### src/rtl/ep_status_pkg.sv
package ep_status_pkg;

  typedef enum logic [1:0] {
    HS_ACK   = 2'd0,
    HS_NAK   = 2'd1,
    HS_STALL = 2'd2
  } hs_e;

  typedef struct packed {
    logic full1;
    logic full0;
    logic pid;
    logic ovw;
    logic setup;
    logic cpubuf;
  } ep_state_t;

  localparam logic [3:0] GRP_CLEAR = 4'h7;
  localparam logic [3:0] GRP_QUERY = 4'hD;
  localparam int         CTRL_IN_IDX = 1;

  function automatic logic [7:0] status_byte(input logic stall, input ep_state_t s);
    return {stall, s.full1, s.full0, s.pid, s.ovw, s.setup, s.cpubuf, 1'b0};
  endfunction

endpackage

### src/rtl/ep_cmd_decode.sv
module ep_cmd_decode
  import ep_status_pkg::*;
#(
  parameter int NUM_EP = 16
) (
  input  logic              cmd_valid,
  input  logic [7:0]        cmd_code,
  output logic [NUM_EP-1:0] clr_o,
  output logic [NUM_EP-1:0] qry_o
);

  logic is_clr;
  logic is_qry;

  assign is_clr = cmd_valid && (cmd_code[7:4] == GRP_CLEAR);
  assign is_qry = cmd_valid && (cmd_code[7:4] == GRP_QUERY);

  for (genvar g = 0; g < NUM_EP; g++) begin : g_dec
    localparam logic [3:0] IDX = 4'(g);
    if (g == CTRL_IN_IDX) begin : g_noclr
      assign clr_o[g] = 1'b0;
    end else begin : g_clr
      assign clr_o[g] = is_clr && (cmd_code[3:0] == IDX);
    end
    assign qry_o[g] = is_qry && (cmd_code[3:0] == IDX);
  end

endmodule

### src/rtl/ep_slot.sv
module ep_slot
  import ep_status_pkg::*;
#(
  parameter bit SETUP_EP = 1'b0,
  parameter bit DBL_OK   = 1'b0
) (
  input  logic      clk,
  input  logic      rst,
  input  logic      dbl_i,
  input  logic      stall_i,
  input  logic      pkt_i,
  input  logic      setup_i,
  input  logic      clr_i,
  input  logic      rd_i,
  output hs_e       hs_o,
  output ep_state_t st_o
);

  ep_state_t st_q, c, n;
  logic      wrsel_q, n_wr;
  logic      dbl, is_setup, tgt, ovw_set;
  hs_e       hs;

  assign dbl      = DBL_OK && dbl_i;
  assign is_setup = SETUP_EP && setup_i;

  always_comb begin
    c = st_q;
    if (clr_i) begin
      c.setup = 1'b0;
      if (dbl) begin
        if (st_q.cpubuf) c.full1 = 1'b0;
        else             c.full0 = 1'b0;
        c.cpubuf = ~st_q.cpubuf;
      end else begin
        c.full0 = 1'b0;
      end
    end

    hs = HS_ACK;
    if (!is_setup) begin
      if (stall_i)                                     hs = HS_STALL;
      else if (dbl ? (c.full0 && c.full1) : c.full0)   hs = HS_NAK;
    end

    n       = c;
    n_wr    = wrsel_q;
    ovw_set = 1'b0;
    tgt     = dbl && (wrsel_q ? !c.full1 : c.full0);
    if (pkt_i && hs == HS_ACK) begin
      if (is_setup) begin
        n.full0 = 1'b1;
        n.setup = 1'b1;
        n.pid   = 1'b1;
        ovw_set = c.setup;
      end else begin
        if (tgt) n.full1 = 1'b1;
        else     n.full0 = 1'b1;
        if (dbl) n_wr = ~tgt;
        n.pid = ~c.pid;
      end
    end
    n.ovw = (rd_i ? 1'b0 : c.ovw) | ovw_set;
  end

  always_ff @(posedge clk) begin
    if (rst) begin
      st_q    <= '0;
      wrsel_q <= 1'b0;
    end else begin
      st_q    <= n;
      wrsel_q <= n_wr;
    end
  end

  assign hs_o = hs;
  assign st_o = st_q;

  assert_stall_hold_R6: assert property (@(posedge clk) disable iff (rst)
    (pkt_i && !is_setup && stall_i && !clr_i) |=> $stable(st_q));

  assert_nak_hold_R2: assert property (@(posedge clk) disable iff (rst)
    (pkt_i && hs_o == HS_NAK && !rd_i) |=> $stable(st_q));

  assert_setup_accept_R7: assert property (@(posedge clk) disable iff (rst)
    (pkt_i && is_setup) |=> (st_q.pid && st_q.setup && st_q.full0));

  assert_ovw_consumed_R9: assert property (@(posedge clk) disable iff (rst)
    (rd_i && !(pkt_i && is_setup)) |=> !st_q.ovw);

endmodule

### src/rtl/ep_status_ctrl.sv
module ep_status_ctrl
  import ep_status_pkg::*;
#(
  parameter int NUM_EP = 16,
  localparam int EPW = $clog2(NUM_EP)
) (
  input  logic              clk,
  input  logic              rst,
  input  logic [NUM_EP-1:0] cfg_dbl,
  input  logic [NUM_EP-1:0] ep_stall,
  input  logic              bus_valid,
  input  logic              bus_setup,
  input  logic [EPW-1:0]    bus_ep,
  output logic              hs_valid,
  output logic [1:0]        hs_code,
  input  logic              cmd_valid,
  input  logic [7:0]        cmd_code,
  output logic              rd_valid,
  output logic [7:0]        rd_data
);

  logic [NUM_EP-1:0] clr_vec, qry_vec, pkt_vec;
  hs_e               hs_vec [NUM_EP];
  ep_state_t         st_vec [NUM_EP];
  logic [EPW-1:0]    rd_idx;
  logic              qry_any;

  ep_cmd_decode #(.NUM_EP(NUM_EP)) dec_i (
    .cmd_valid (cmd_valid),
    .cmd_code  (cmd_code),
    .clr_o     (clr_vec),
    .qry_o     (qry_vec)
  );

  for (genvar g = 0; g < NUM_EP; g++) begin : g_ep
    assign pkt_vec[g] = bus_valid && (bus_ep == EPW'(g));
    ep_slot #(
      .SETUP_EP (g == 0),
      .DBL_OK   (g >= 2)
    ) slot_i (
      .clk     (clk),
      .rst     (rst),
      .dbl_i   (cfg_dbl[g]),
      .stall_i (ep_stall[g]),
      .pkt_i   (pkt_vec[g]),
      .setup_i (bus_setup),
      .clr_i   (clr_vec[g]),
      .rd_i    (qry_vec[g]),
      .hs_o    (hs_vec[g]),
      .st_o    (st_vec[g])
    );
  end

  assign rd_idx  = cmd_code[EPW-1:0];
  assign qry_any = |qry_vec;

  always_ff @(posedge clk) begin
    if (rst) begin
      hs_valid <= 1'b0;
      hs_code  <= HS_ACK;
      rd_valid <= 1'b0;
      rd_data  <= '0;
    end else begin
      hs_valid <= bus_valid;
      if (bus_valid) hs_code <= hs_vec[bus_ep];
      rd_valid <= qry_any;
      if (qry_any) rd_data <= status_byte(ep_stall[rd_idx], st_vec[rd_idx]);
    end
  end

  assert_hs_pulse_R11: assert property (@(posedge clk) disable iff (rst)
    bus_valid |=> hs_valid);

  assert_hs_idle_R11: assert property (@(posedge clk) disable iff (rst)
    !bus_valid |=> !hs_valid);

  assert_query_reply_R5: assert property (@(posedge clk) disable iff (rst)
    (cmd_valid && cmd_code[7:4] == GRP_QUERY) |=> (rd_valid && !rd_data[0]));

endmodule

### config.mk
export PLATFORM = sky130hd
export DESIGN_NAME = ep_status_ctrl
export DESIGN_NICKNAME = d
export VERILOG_FILES = /design/src/rtl/ep_status_pkg.sv /design/src/rtl/ep_cmd_decode.sv /design/src/rtl/ep_slot.sv /design/src/rtl/ep_status_ctrl.sv
export SDC_FILE = /design/constraint.sdc
export NUM_CORES = 1
export LEC_CHECK = 0
export BUFFER_PORTS_ARGS = -buffer_cell sky130_fd_sc_hd__buf_2
export CAP_MARGIN = 20
export CORE_MARGIN = 8
export CORE_UTILIZATION = 53
export DETAILED_ROUTE_END_ITERATION = 7
export GPL_TIMING_DRIVEN = 0
export PLACE_DENSITY = 0.76
export SLEW_MARGIN = 20
export SYNTH_ARGS = -nofsm -noshare
export SYNTH_HDL_FRONTEND = slang
export SYNTH_SLANG_ARGS = --single-unit
### constraint.sdc
create_clock -name clk -period 1.74 [get_ports clk]
set_input_delay 0.174 -clock clk [delete_from_list [all_inputs] [get_ports clk]]
set_output_delay 0.174 -clock clk [all_outputs]
set_load 0.02 [all_outputs]
==> results_dict.tcl, run 1 <==
set metrics [dict create \
    status "finished, violations left" \
    failed_checks "setup timing" \
    ir_worst_vdd_mv 0.465 \
    via_per_inst 6.35 \
    synthSimpleGateAreaFrac 0.265 \
    multi_input_area_um2 3370 \
    die_h_um 115 \
    pwr-share-seq 0.492 \
    p_clk_frac 0.379 \
    drv_cap 0 \
    drive_gt1_frac 0.240 \
    fin_ws_ns -0.00692 \
    ys_top_cells_by_area "dfxtp_1 33%, mux4_2 11%, a21oi_1 5.0%, nand2_1 4.7%, nor2_1 4.6%" \
    routedWlPerCell_um 20.8 \
    period_share 1.00 \
    synth.mux.area_fraction 0.123 \
    cp_num_buf_inv 1 \
    clock_path_buffers 2 \
    avgSynthCellArea_um2 8.74 \
    antenna_found_initial 0 \
    drv_slew 0 \
    p_sw_frac 0.268 \
    yosysSeqAreaShare 0.334 \
    antenna_cells 0 \
    ys_seq_elements 87 \
    io-pin-count 61 \
    ant_nets 0 \
    die_area_um2 13300 \
    end_kind "flip-flop" \
    slew-limit-headroom 0.431 \
    synth_xor_area_frac 0.0471 \
    synth-warning-count 0 \
    p_per_area_nw_per_um2 684 \
    startpoint_type "input port" \
    cts.clk_slew.worst_paths_ns 0.09 \
    grt_pass1_vias 4788 \
    finalHoldViolations 0 \
    overflow 0 \
    num_rows 36 \
    synthesis.area_um2 5210 \
    synth_compound_area_frac 0.188 \
    intPower_uw 3010 \
    layout.nets 710 \
    path_class "input port to flip-flop" \
    synth_top_area_share 0.334 \
    ys_types 72 \
    cts-root-buf "clkbuf_8" \
    drt_iter0_drc 563 \
    hp-class "input port to flip-flop" \
    pwr-share-comb 0.128 \
    die_w_um 115 \
    p_switching_uw 1100 \
    cpPeakStageDelay_ns 0.48 \
    cts_hold_buf 0 \
    finClkSkew_ns 0.0115 \
    cts.sinks 87 \
    slowest_stage "nor4_2" \
    max_freq_ghz 0.572 \
    port_buffers 53 \
    synth-async-reset-ratio 0 \
    grt_util_all_layers 0.251 \
    setup_tns_ns -0.00692 \
    rsz0062_at_grt "true" \
    yosysMostFrequentCell "dfxtp_1" \
    leakage_uw 0.00210 \
    yosys-top-cells-count "87 x dfxtp_1, 65 x nand2_1, 64 x nor2_1, 52 x a21oi_1, 26 x mux4_2" \
    clkLatencyLatePin_ns 0.37 \
    drt_wl_total_mm 16.6 \
    path_delay_family "simple AND/OR/NAND/NOR gates" \
    start_util 0.540 \
    setup_viol 1 \
    area_growth_pct 15.4 \
    htreeDepth 3 \
    cts_tree "yes" \
    num_vias 5076 \
    drcViolationCount 0 \
    synth_largest_area_cell "dfxtp_1" \
    cp_max_fo 10 \
    totalPowerFinal_uw 4110 \
    numCtsBuffers 9 \
    place.gp.congestion 0.956 \
    dp_hpwl_mm 12.6 \
    period_minus_slack_ns 1.75 \
    core_um2 9640 \
    synth_cells 596 \
    grt_pass1_wl_mm 25.4 \
    crit_path_cell_trace "clkbuf_4, or2_2, nor4_2, o21ai_1, nor2_2, a21oi_1, a311oi_1" \
    n_fill_cell 849 \
    place_area_um2 5660 \
    synth_top_family_by_area "simple AND/OR/NAND/NOR gates" \
    crit_required_ns 2.01 \
    ff2ff_setup_slack_ns 0.05 \
    yosys.area_share.adder 0 \
    regArea_um2 1750 \
    synth-edff-count 0 \
    grt_start_max_net_pins 15 \
    syn_nets 645 \
    fin_area_um2 6010 \
    first_pass_iters 5 \
    ys.flop_type "dfxtp_1" \
    worst_slew_pin_slew_ns 0.845 \
    crit_arrival_ns 2.01 \
]
## registers in the layout, indices dropped and copies added (netlist names)
signal               cells
hs_valid                 1
rd_valid                 1
g_ep.slot_i.st_o        62
g_ep.slot_i.wrsel_q     14
rd_data                  7
hs_code                  2
## cells by family (layout without fill, tap and decap cells)
logic type	Yosys count	in the layout
DFF	87	87
buffers and inverters	47	117
muxes	31	31
AOI/OAI and AO/OA	147	147
xor gates and xnor gates	28	28
other	1	1
and+or+nand+nor	255	255
## final timing paths
check | startpoint | endpoint | depth (start not counted)
worst max-delay path | cmd_code[0] | g_ep[12].slot_i.wrsel_q | 7
worst min-delay path | bus_setup | g_ep[0].slot_i.st_o[2] | 3
worst max register to register | g_ep[7].slot_i.st_o[4] | rd_data[5] | 4
worst min register to register | rd_data[2] | rd_data[2] | 2
## area by class of cell
type,count,area share
inverter,19,0.0119
clock inverter,6,0.0142
sequential,87,0.290
timing repair buffer,55,0.0466
clock buffer,10,0.0212
multi-input combinational,462,0.561
buffer,27,0.0273
tap,133,0.0277
## layer usage
| metal | up-vias | routed length (um) | GRT usage |
|---|---|---|---|
| li1 | 2321 | - | - |
| met1 | 2411 | 6560 | 0.303 |
| met2 | 287 | 7770 | 0.420 |
| met3 | 57 | 1660 | 0.0567 |
| met4 | 0 | 619 | 0.111 |
| met5 | - | 0 | 0 |
## stage by stage
step | instances | setup WS [ns] | util | hold slack (ns)
final | 799 | -0.00692 | 0.624 | 0.113
after global routing | 799 | -0.0525 | 0.624 | 0.119
after CTS | 799 | 0.00730 | 0.611 | 0.103
after detailed placement | 782 | -0.532 | 0.587 | 0.444
after global placement | 782 | -0.492 | 0.587 | 0.441
after floorplan | 596 | -0.000789 | - | 0.322
## worst reg2reg max path: stages, from the launching register on
cell     delay, ns
dfxtp_1       0.37
mux4_2        0.54
mux4_2        0.48
nand2_1       0.10
a21oi_1       0.07
## power groups by stage
stage / Clock, uW / Sequential (uW) / Combinational (uW)
floorplan: 0 / 2070 / 288
global placement: 0 / 2070 / 492
global route: 1640 / 2030 / 558
CTS: 1560 / 2020 / 502
detailed placement: 0 / 2070 / 499
finish: 1560 / 2020 / 528
## layout by cell type, fill, tap and decap left out, types with 11 or more instances in the layout
cell type / instances
buf_2: 58
clkbuf_1: 11
nand3_1: 24
mux4_2: 26
nand2_1: 64
xor2_1: 13
dfxtp_1: 86
o21ai_0: 23
nand2b_1: 15
a21oi_1: 52
nor2_1: 63
xnor2_1: 15
a311oi_1: 15
and2_1: 12
inv_1: 19
## what timing repair did
item / 4_1_cts / 5_1_grt
buffers inserted: 1 / 1
resized for setup: 4 / 21
pin swaps: 1 / 3
endpoints found under the setup margin: 1 / 16
Note: power is estimated with default switching activity, not from simulation.
==> run 2, diff against run 1 <==
--- a/config.mk
+++ b/config.mk
@@ -9,6 +9,7 @@
 export CAP_MARGIN = 20
 export CORE_MARGIN = 8
 export CORE_UTILIZATION = 53
+export CTS_BUF_LIST = sky130_fd_sc_hd__clkbuf_16
 export DETAILED_ROUTE_END_ITERATION = 7
 export GPL_TIMING_DRIVEN = 0
 export PLACE_DENSITY = 0.76
==> results_dict.tcl, run 2 (same netlist as run 1, synthesis figures left out) <==
set metrics [dict create \
    routedWlPerCell_um 21.0 \
    mostFrequentLayoutCells "86 x dfxtp_1, 64 x nand2_1, 61 x nor2_1" \
    path_delay_family "simple AND/OR/NAND/NOR gates" \
    leakage_uw 0.00214 \
    drt_iter0_drc 522 \
    cts_tree "yes" \
    cts.sinks 87 \
    drive_gt1_frac 0.239 \
    finClkSkew_ns 0.00760 \
    p_per_area_nw_per_um2 756 \
    intPower_uw 3450 \
    setup_tns_ns 0 \
    drv_slew 0 \
    via_per_inst 6.41 \
    grt_start_max_net_pins 15 \
    cp_max_fo 10 \
    p_sw_frac 0.254 \
    clock_path_buffers 2 \
    grt_pass1_wl_mm 25.8 \
    first_pass_iters 6 \
    largest_reg_flops 62 \
    crit_path_cell_trace "buf_4, nand2b_2, nor4_4, nor4_1, a211o_1, nor4b_2, a311oi_1" \
    p_switching_uw 1170 \
    crit_required_ns 1.94 \
    cpPeakStageDelay_ns 0.36 \
    ant_nets 0 \
    htreeDepth 3 \
    area_growth_pct 17.6 \
    cts-root-buf "clkbuf_16" \
    dp_hpwl_mm 12.6 \
    worst_slew_pin_slew_ns 0.843 \
    core_um2 9640 \
    startpoint_type "input port" \
    path_class "input port to flip-flop" \
    clkLatencyLatePin_ns 0.35 \
    cp.depth 7 \
    layout.nets 709 \
    period_minus_slack_ns 1.70 \
    rsz0062_at_grt "true" \
    pwr-share-seq 0.438 \
    place.gp.congestion 0.956 \
    crit_arrival_ns 1.90 \
    reg2reg_depth 4 \
    hold-path-cell-count 3 \
    die_w_um 115 \
    num_vias 5122 \
    hp-class "input port to flip-flop" \
    start_util 0.540 \
    grt_util_all_layers 0.255 \
    max_freq_ghz 0.589 \
    status "completed" \
    drcViolationCount 0 \
    period_share 0.975 \
    overflow 0 \
    finalHoldViolations 0 \
    pwr-share-comb 0.115 \
    fin_util 0.635 \
    cp_num_buf_inv 1 \
    ir_worst_vdd_mv 0.420 \
    die_h_um 115 \
    hold_ws_ns 0.138 \
    slew-limit-headroom 0.433 \
    num_rows 36 \
    end_kind "flip-flop" \
    layout_commonest_cell "dfxtp_1" \
    numCtsBuffers 9 \
    io-pin-count 61 \
    p_clk_frac 0.447 \
    port_buffers 53 \
    place_ws_ns -0.532 \
    cts.clk_slew.worst_paths_ns 0.06 \
    drv_cap 0 \
    setup_viol 0 \
    grt_pass1_vias 4884 \
    fin_ws_ns 0.0430 \
    drt_wl_total_mm 16.7 \
    slowest_stage "nor4_4" \
    die_area_um2 13300 \
    antenna_found_initial 0 \
]
## run 2: cell types whose count changed in the layout (fill, tap and decap cells not counted), moves of 2 or more
cell and change:
buf_2 -2, buf_4 +3, clkbuf_16 +9, clkbuf_8 -9, nor2_1 -2, nor2_2 +2, nor4_2 -2
## run 2: layout make-up
cell class	count	area [um2]
fill	832	3510
clock buffer	9	225
clock inverter	7	88.8
multi-input combinational	462	3390
timing repair buffer	54	273
antenna	1	2.50
buffer	27	165
inverter	19	71.3
sequential	87	1740
tap	133	166
## run 2: per-layer routing
metal / global-route usage / vias up / share of wire / routed length [um]
li1: - / 2326 / - / -
met1: 0.303 / 2449 / 0.39 / 6590
met2: 0.428 / 297 / 0.47 / 7940
met3: 0.0662 / 50 / 0.098 / 1650
met4: 0.109 / 0 / 0.033 / 557
met5: 0 / - / 0 / 0
## run 2: worst register-to-register path: cells and delay by family, from the launching register on
kind	cells	cell delay (ns)
AO/OA/AOI/OAI	1	0.07
flip-flops	1	0.36
multiplexers	2	1.02
AND/OR/NAND/NOR	1	0.10
## run 2: worst paths after layout
check	startpoint	to	slack, ns
min	bus_setup	g_ep[0].slot_i.st_o[2]	0.14
max	cmd_code[0]	hs_code[0]	0.04
max reg2reg	g_ep[7].slot_i.st_o[4]	rd_data[5]	0.06
min reg2reg	rd_data[2]	rd_data[2]	0.45
## run 2: repair_timing
action                                  4_1_cts  5_1_grt
pin swaps                                     1        4
setup buffers                                 1        0
endpoints found under the hold margin         0        0
hold buffers                                  0        0
gates resized for setup                       8       19
endpoints found under the setup margin        5       15
## run 2: power groups by stage
stage | clock [uW] | combinational, uW | sequential [uW]
5_1_grt | 2160 | 561 | 2030
4_1_cts | 2060 | 505 | 2030
3_5_place_dp | 0 | 499 | 2070
3_3_place_gp | 0 | 492 | 2070
2_1_floorplan | 0 | 288 | 2070
6_report | 2070 | 531 | 2030
## run 2: metrics by stage
stage | instances | total power [uW] | area [um2]
after CTS | 799 | 4590 | 6010
final | 799 | 4630 | 6120
after global placement | 782 | 2560 | 5660
after global routing | 798 | 4750 | 6120
after detailed placement | 782 | 2570 | 5660
after floorplan | 596 | 2360 | 5220
==> run 3, diff against run 2 <==
--- a/config.mk
+++ b/config.mk
@@ -10,9 +10,10 @@
 export CORE_MARGIN = 8
 export CORE_UTILIZATION = 53
 export CTS_BUF_LIST = sky130_fd_sc_hd__clkbuf_16
+export CTS_CLUSTER_SIZE = 10
 export DETAILED_ROUTE_END_ITERATION = 7
 export GPL_TIMING_DRIVEN = 0
-export PLACE_DENSITY = 0.76
+export PLACE_DENSITY = 0.75
 export SLEW_MARGIN = 20
 export SYNTH_ARGS = -nofsm -noshare
 export SYNTH_HDL_FRONTEND = slang
==> results_dict.tcl, run 3 (same netlist as run 1, synthesis figures left out) <==
set metrics [dict create \
    status "completed" \
    num_rows 36 \
    ant_nets 0 \
    regArea_um2 1740 \
    hold-path-cell-count 3 \
    mostFrequentLayoutCells "85 x dfxtp_1, 65 x nand2_1, 62 x nor2_1" \
    drt_iter0_drc 658 \
    clkLatencyLatePin_ns 0.35 \
    dp_hpwl_mm 12.5 \
    cpPeakStageDelay_ns 0.40 \
    grt_pass1_wl_mm 25.5 \
    cts.sinks 87 \
    htreeDepth 3 \
    crit_arrival_ns 1.95 \
    layout_commonest_cell "dfxtp_1" \
    place.gp.congestion 0.954 \
    start_util 0.540 \
    place_ws_ns -0.455 \
    finClkSkew_ns 0.00729 \
    drv_cap 0 \
    crit_required_ns 2.00 \
    reg2reg_depth 6 \
    fin_ws_ns 0.0424 \
    leakage_uw 0.00216 \
    hp-class "input port to flip-flop" \
    hold_end "g_ep[0].slot_i.st_o[2]" \
    die_w_um 115 \
    area_growth_pct 17.8 \
    largest_reg_flops 62 \
    p_per_area_nw_per_um2 724 \
    r2r_start "g_ep[9].slot_i.st_o[5]" \
    crit_path_cell_trace "nand2b_1, and4b_1, o22ai_1, a211oi_1, nor4b_2, a311oi_1" \
    instances_no_fill 803 \
    crit_start "g_ep[9].slot_i.st_o[5]" \
    clock_path_buffers 2 \
    slowest_stage "dfxtp_1" \
    cts-root-buf "clkbuf_16" \
    finalHoldViolations 0 \
    numCtsBuffers 9 \
    dp.cells 782 \
    cp_num_buf_inv 0 \
    grt_start_max_net_pins 14 \
    antenna_found_initial 0 \
    cts_tree "yes" \
    cp_max_fo 4 \
    drcViolationCount 0 \
    grt_pass1_vias 4827 \
    via_per_inst 6.30 \
    die_h_um 115 \
    totalPowerFinal_uw 4440 \
    end_kind "flip-flop" \
    core_um2 9640 \
    worst_slew_pin_slew_ns 0.835 \
    layout.nets 714 \
    port_buffers 53 \
    path_class "flip-flop to flip-flop" \
    max_freq_ghz 0.589 \
    grt_util_all_layers 0.252 \
    drv_slew 0 \
    slew-limit-headroom 0.438 \
    path_delay_family "compound AO/OA/AOI/OAI gates" \
    num_vias 5059 \
    period_minus_slack_ns 1.70 \
    ir_worst_vdd_mv 0.389 \
    antenna_cells 0 \
    die_area_um2 13300 \
    ff2ff_setup_slack_ns 0.04 \
    cts_hold_buf 0 \
    first_pass_iters 7 \
    drt_wl_total_mm 16.7 \
    hold_start "bus_setup" \
    startpoint_type "flip-flop" \
    overflow 0 \
    cts.clk_slew.worst_paths_ns 0.06 \
    routedWlPerCell_um 20.8 \
    rr_endpoint "hs_code[0]" \
    setup_viol 0 \
    io-pin-count 61 \
    period_share 0.976 \
    multi_input_area_um2 3390 \
    drive_gt1_frac 0.245 \
    n_fill_cell 823 \
]
run 3: changes by cell type in the layout (fill, tap and decap cells not counted), moves of 2 or more:
cell     change
inv_1        +2
a22oi_1      -2
buf_4        +2
a22oi_2      +2
run 3: what timing repair did:
action / 4_1_cts / 5_1_grt
setup endpoints to repair: 4 / 24
pin swaps: 1 / 4
resized for setup: 4 / 26
buffers inserted: 1 / 5
endpoints found under the hold margin: 0 / 0
run 3: final cells by class:
type	count	area share
Inverter	19	0.0116
Timing Repair Buffer	59	0.0506
Multi-Input combinational cell	462	0.553
Clock buffer	9	0.0367
Buffer	27	0.0277
Sequential cell	87	0.284
Tap cell	133	0.0271
Clock inverter	7	0.00938
run 3: metal layers:
| layer | GRT usage | vias up | wire length [um] |
|---|---|---|---|
| met2 | 0.414 | 287 | 7770 |
| li1 | - | 2328 | - |
| met1 | 0.308 | 2380 | 6690 |
| met5 | 0 | - | 0 |
| met3 | 0.0530 | 64 | 1630 |
| met4 | 0.123 | 0 | 643 |
run 3: report_power, final:
group / switching, uW / internal, uW
Combinational: 336 / 198
Sequential: 15.9 / 2010
Clock: 791 / 1090
Total: 1140 / 3300
run 3: how the worst max path moves through the flow:
stage                             end  slack [ns]  depth (start not counted)
4_1_cts                    hs_code[0]       -0.04                          7
3_5_place_dp               hs_code[0]       -0.46                          7
2_1_floorplan              rd_data[5]     -0.0008                          6
5_1_grt        g_ep[6].slot_i.wrsel_q      -0.005                          8
6_report                   hs_code[0]        0.04                          6
3_3_place_gp               hs_code[0]       -0.48                          7
run 3: worst min-delay path, delay by kind of cell:
| kind | cells | cell delay [ns] |
|---|---|---|
| AOI/OAI and AO/OA | 1 | 0.05 |
| buffers and inverters | 1 | 0.13 |
| and+or+nand+nor | 1 | 0.07 |
run 3: stage by stage:
stage | hold slack, ns | utilization | instance area, um2 | setup TNS (ns)
finish | 0.130 | 0.637 | 6140 | 0
floorplan | 0.322 | - | 5220 | -0.000789
CTS | 0.127 | 0.619 | 5970 | -0.0446
global placement | 0.439 | 0.587 | 5660 | -8.21
global route | 0.155 | 0.637 | 6140 | -0.00507
detailed placement | 0.443 | 0.587 | 5660 | -9.87
